--- src/rtl/tbuf_pkg.sv ---
// Package: shared types for the tape byte buffer.
// Assumes: one step record per direction, merged by the top module.
package tbuf_pkg;
    // Next-state decision made by one direction path for one clock.
    typedef struct packed {
        logic ld_host;   // load data register from host word
        logic ld_tape;   // load data register from tape byte
        logic busy;      // next busy value
        logic err_set;   // raise the sticky error flag
        logic irq;       // interrupt pulse
        logic wstb;      // tape takes the held byte
        logic rec_end;   // write record ends on empty buffer
    } tbuf_step_t;
endpackage

--- src/rtl/tbuf_rd_path.sv ---
// Module: read-direction decision logic.
// Busy set means the register is empty. A tape strobe always deposits;
// a host read in the same cycle counts as having taken the old byte.
// Assumes: used only while a read transfer is in progress.
module tbuf_rd_path
    import tbuf_pkg::*;
(
    input  logic       busy_q,
    input  logic       host_rd,
    input  logic       host_wr,
    input  logic       tape_stb,
    output tbuf_step_t step
);
    // Purpose: decide the read-direction next state.
    always_comb begin
        step         = '0;
        step.ld_tape = tape_stb;
        step.ld_host = host_wr && !tape_stb;
        step.irq     = tape_stb;
        step.err_set = tape_stb && !busy_q && !host_rd;
        if (tape_stb)
            step.busy = 1'b0;
        else if (host_rd || host_wr)
            step.busy = 1'b1;
        else
            step.busy = busy_q;
    end
endmodule

--- src/rtl/tbuf_wr_path.sv ---
// Module: write-direction decision logic.
// Busy set means the register holds a byte. The tape strobe judges the
// busy state before the edge; a host write in the same cycle lands after.
// Assumes: used only while a write transfer is in progress.
module tbuf_wr_path
    import tbuf_pkg::*;
(
    input  logic       busy_q,
    input  logic       host_wr,
    input  logic       stopping,
    input  logic       tape_stb,
    output tbuf_step_t step
);
    // Purpose: decide the write-direction next state.
    always_comb begin
        step         = '0;
        step.ld_host = host_wr;
        step.wstb    = tape_stb && busy_q;
        step.irq     = tape_stb && busy_q;
        step.rec_end = tape_stb && !busy_q;
        step.err_set = host_wr && stopping;
        if (host_wr)
            step.busy = 1'b1;
        else if (tape_stb && busy_q)
            step.busy = 1'b0;
        else
            step.busy = busy_q;
    end
endmodule

--- src/rtl/tape_byte_buf.sv ---
// Module: one-byte data buffer between host programmed I/O and a tape
// byte stream, with direction-dependent busy flow control and a sticky
// overrun error. Assumes all strobes are one-cycle and synchronous to clk;
// reset is synchronous and active low.
module tape_byte_buf
    import tbuf_pkg::*;
#(
    parameter int unsigned BYTE_W = 8,
    parameter int unsigned HOST_W = 16
) (
    input  logic              clk,
    input  logic              rst_n,
    input  logic              xfer_start,
    input  logic              xfer_on,
    input  logic              dir_wr,
    input  logic              stopping,
    input  logic              host_rd,
    input  logic              host_wr,
    input  logic [HOST_W-1:0] host_wdata,
    input  logic              tape_stb,
    input  logic [BYTE_W-1:0] tape_rdata,
    output logic [BYTE_W-1:0] data_out,
    output logic              busy,
    output logic              err,
    output logic              irq,
    output logic              tape_wstb,
    output logic [BYTE_W-1:0] tape_wdata,
    output logic              rec_end
);
    localparam int unsigned HI_W = HOST_W - BYTE_W;

    logic [BYTE_W-1:0] data_q, wbyte_q;
    logic              busy_q, err_q, irq_q, wstb_q, rend_q;
    tbuf_step_t        rd_step, wr_step, step;
    logic [BYTE_W-1:0] host_byte;
    logic [HI_W-1:0]   unused_hi;

    assign host_byte = host_wdata[BYTE_W-1:0];
    assign unused_hi = host_wdata[HOST_W-1:BYTE_W];

    tbuf_rd_path u_rd (
        .busy_q   (busy_q),
        .host_rd  (host_rd),
        .host_wr  (host_wr),
        .tape_stb (tape_stb),
        .step     (rd_step)
    );

    tbuf_wr_path u_wr (
        .busy_q   (busy_q),
        .host_wr  (host_wr),
        .stopping (stopping),
        .tape_stb (tape_stb),
        .step     (wr_step)
    );

    // Purpose: pick the active direction, or the idle behaviour outside a transfer.
    always_comb begin
        if (!xfer_on) begin
            step         = '0;
            step.ld_host = host_wr;
            step.busy    = busy_q;
        end else if (dir_wr) begin
            step = wr_step;
        end else begin
            step = rd_step;
        end
    end

    // Purpose: hold the buffer state and the one-cycle output pulses.
    always_ff @(posedge clk) begin
        if (!rst_n) begin
            data_q  <= '0;
            wbyte_q <= '0;
            busy_q  <= 1'b1;
            err_q   <= 1'b0;
            irq_q   <= 1'b0;
            wstb_q  <= 1'b0;
            rend_q  <= 1'b0;
        end else if (xfer_start) begin
            busy_q  <= !dir_wr;
            err_q   <= 1'b0;
            irq_q   <= 1'b0;
            wstb_q  <= 1'b0;
            rend_q  <= 1'b0;
        end else begin
            if (step.ld_tape)
                data_q <= tape_rdata;
            else if (step.ld_host)
                data_q <= host_byte;
            if (step.wstb)
                wbyte_q <= data_q;
            busy_q <= step.busy;
            err_q  <= err_q || step.err_set;
            irq_q  <= step.irq;
            wstb_q <= step.wstb;
            rend_q <= step.rec_end;
        end
    end

    assign data_out   = data_q;
    assign tape_wdata = wbyte_q;
    assign busy       = busy_q;
    assign err        = err_q;
    assign irq        = irq_q;
    assign tape_wstb  = wstb_q;
    assign rec_end    = rend_q;
endmodule

--- config.mk ---
export PLATFORM = sky130hd
export DESIGN_NAME = tape_byte_buf
export DESIGN_NICKNAME = d
export VERILOG_FILES = /design/src/rtl/tbuf_pkg.sv /design/src/rtl/tbuf_rd_path.sv /design/src/rtl/tbuf_wr_path.sv /design/src/rtl/tape_byte_buf.sv
export SDC_FILE = /design/constraint.sdc
export NUM_CORES = 1
export LEC_CHECK = 0
export CAP_MARGIN = 20
export CORE_UTILIZATION = 37
export DETAILED_ROUTE_END_ITERATION = 6
export GPL_TIMING_DRIVEN = 0
export PLACE_DENSITY = 0.88
export SLEW_MARGIN = 40
export SYNTH_ARGS = -nofsm -noshare
export SYNTH_HDL_FRONTEND = slang
export SYNTH_SLANG_ARGS = --single-unit
export TNS_END_PERCENT = 50
--- constraint.sdc ---
create_clock -name clk -period 1.7 [get_ports clk]
set_clock_uncertainty 0.15 [all_clocks]
set_input_delay 0.34 -clock clk [delete_from_list [all_inputs] [get_ports clk]]
set_output_delay 0.34 -clock clk [all_outputs]
set_load 0.005 [all_outputs]
==> impl_results.md <==
* Run status: complete, no violations
* Min Clock Period, post-route at 1650 ps
* ANT cells at 0
* Die H at around 53 µm
* H-Tree Depth at 1
* CP Capture Type: output pin
* Routed via count at 942
* Final Setup Violations at 0
* Actual slew at the worst max-slew pin at 394 ps
* Buf/Inv on CP at 1
* Critical Path Source: busy$_SDFFE_PN1P_
* Core area at approximately 2500 µm²
* CTS Buf Count at 3
* Placer Congestion at between 0.7 and 0.8
* Skew-Pair Late Insertion Delay at 290 ps
* Die width at roughly 53 µm
* Most common cell after layout, fill and taps aside: clkdlybuf4s50_1
* Register area share after synthesis at 0.432
* Syn Nets at 130
* CTS Root Cell: clkbuf_4
* # IOs at between 50 and 60
* Yosys reg bits at 21
* Tot GR Track Use at 0.187
* Syn Std Cell Area at between 900 and 1000 µm²
* DR vias/cell at between 5 and 6
* DRC at 0
* HPWL Detailed at 1880 µm
* Ys Warns at 0
* Worst path required time at roughly 1200 ps
* Post-synth ARST share at 0
* Critical path startpoint category: flip-flop
* Unique masters post-synth at 21
* Critical Path AT at about 1200 ps
* Iter 0 DRT Violations at 12
* Clock Tree Buf Depth at 2
* Initial antenna violation count at 0
* Max-Cap Viols at 0
* Final WL at ~2500 µm
* Pwr dens at 622 nW/µm²
* Peak supply drop at about 0.00047 V
* Most frequent cells in the layout: clkdlybuf4s50_1 (38), dfxtp_1 (12), o21ai_0 (9), nand2b_1 (9)
* Layout area overhead at 59.2%
* Place WS at -362 ps
* First-pass GRT wire length at roughly 3800 µm
* Port Buffers at 44
* TritonCTS clock tree: built
* Hold slack at slightly below 300 ps
* Unrepaired setup endpoints after global routing: false
* Worst hold-check path type: in2reg
* Largest net degree at the start of global routing at 12
* Fin. max-slew vios at 0
* Avg Inst Size Synth at around 10 µm²
* Crit Path Class: reg2out
* Crit share post-route at 0.973
* Share of cells above drive strength 1 at 0.203
* P_leak at between 0.6 and 0.7 nW
* Initial Utilization at 0.392
* Critical path's top delay family: buffers and inverters
* Slowest-stage cell, CP: clkdlybuf4s50_1
* Final instance area at between 1500 and 2000 µm²
* Worst setup margin at between 40 and 50 ps
* Clock-pin slew of the registers on the worst-case setup and hold paths at 110 ps
* Max Fclk at between 0.6 and 0.7 GHz
* Antenna viol nets, final at 0
* Mapped Cells at between 90 and 100
* RR Startpoint: busy$_SDFFE_PN1P_
* CP cell instances: clkdlybuf4s50_1
* Max incr delay on CP at around 500 ps
* Rows at 18
* EDFF count, synth at 0
* Initial DRT Pass Iterations at 4
* Critical Path Fanout Max at 4
* Fill cells at 226
* Vias in the first global route at around 870
* Remaining Overflow, GRT at 0
* Top_reg_cell synth: dfxtp_1
* Rel. slew slack at 0.737
* Fin. Hold Viols at 0
* Die area at roughly 2800 µm²
* Worst min-delay path startpoint: rst_n
* Area post-placement at around 1500 µm²
* Post-DR wirelength/cell at ~14 µm
* Nets at ~180
* Clock Sinks at 21
[report_power, final]
group          leakage (nW)  switching [W]  internal (W)
sequential            0.174      0.0000156      0.000514
clock                0.0150       0.000136     0.0000911
combinational         0.431      0.0000778      0.000128
[worst reg2reg max path, cell delays in order, from the launching register on]
cell and delay [ps]:
dfxtp_4 370, buf_4 120, nor2b_1 120, clkbuf_1 300, nand3_1 110, a21boi_0 190
[cells by family (layout without fill, tap and decap cells)]
logic type	count (synthesis)	count (layout)	share of synthesized area
simple gates	31	32	0.197
compound gates	30	30	0.245
buf+inv	7	57	0.0296
flops	21	21	0.432
mux	8	8	0.0965
[layout make-up]
cell class / instances / area, µm² / area share
Multi-Input combinational cell: 70 / 551 / 0.356
Timing Repair Buffer: 47 / 474 / 0.306
Sequential cell: 21 / 434 / 0.281
Tap cell: 30 / 37.5 / 0.0243
Clock buffer: 4 / 26.3 / 0.0170
Buffer: 5 / 21.3 / 0.0137
Inverter: 1 / 3.75 / 0.00243
[path summary, 6_finish.rpt]
path | to | slack, ps | cells past startpoint
max | busy | 50 | 1
min | tape_wdata[5]$_SDFFE_PN0P_ | 290 | 2
max reg2reg | tape_wdata[3]$_SDFFE_PN0P_ | 260 | 5
min reg2reg | tape_wdata[5]$_SDFFE_PN0P_ | 340 | 2
[what timing repair did]
item                       4_1_cts  5_1_grt
setup endpoints to repair       10       24
buffers inserted                 1        2
gates resized for setup          6       13
gates cloned                     1        0
hold buffers                     0        0
[registers in the layout, summed over array words and instances (netlist names)]
| signal | count |
|---|---|
| busy | 1 |
| data_out | 8 |
| err | 1 |
| irq | 1 |
| rec_end | 1 |
| tape_wdata | 8 |
| tape_wstb | 1 |
[stage by stage]
| stage | TNS [ps] | util | cells | total power, W |
|---|---|---|---|---|
| final | 0 | 0.625 | 178 | 0.000962 |
| after global routing | 0 | 0.625 | 178 | 0.00102 |
| after global placement | -4140 | 0.585 | 171 | 0.000728 |
| after floorplan | 0 | - | 97 | 0.000618 |
| after detailed placement | -5050 | 0.585 | 171 | 0.000734 |
| after CTS | 0 | 0.608 | 176 | 0.000963 |
[Yosys cell counts (2+ instances only)]
| library cell | n | share of area |
|---|---|---|
| a21oi_1 | 2 | 0.010 |
| nor3_1 | 2 | 0.010 |
| buf_2 | 2 | 0.010 |
| a21boi_0 | 8 | 0.062 |
| nand2b_1 | 10 | 0.064 |
| and3_1 | 3 | 0.019 |
| o21ai_0 | 9 | 0.046 |
| mux2_2 | 7 | 0.081 |
| nor2b_1 | 4 | 0.026 |
| nand3_1 | 9 | 0.046 |
| dfxtp_1 | 21 | 0.43 |
| o221a_1 | 8 | 0.093 |
| clkbuf_1 | 4 | 0.015 |
[metal layers]
| metal | GRT usage | share of wire | vias to the layer above |
|---|---|---|---|
| li1 | - | - | 467 |
| met1 | 0.210 | 0.44 | 439 |
| met2 | 0.344 | 0.50 | 34 |
| met3 | 0.0374 | 0.055 | 2 |
| met4 | 0.0658 | 0.0073 | 0 |
| met5 | 0 | 0 | - |
No activity file was read; power rests on OpenSTA's default activity.
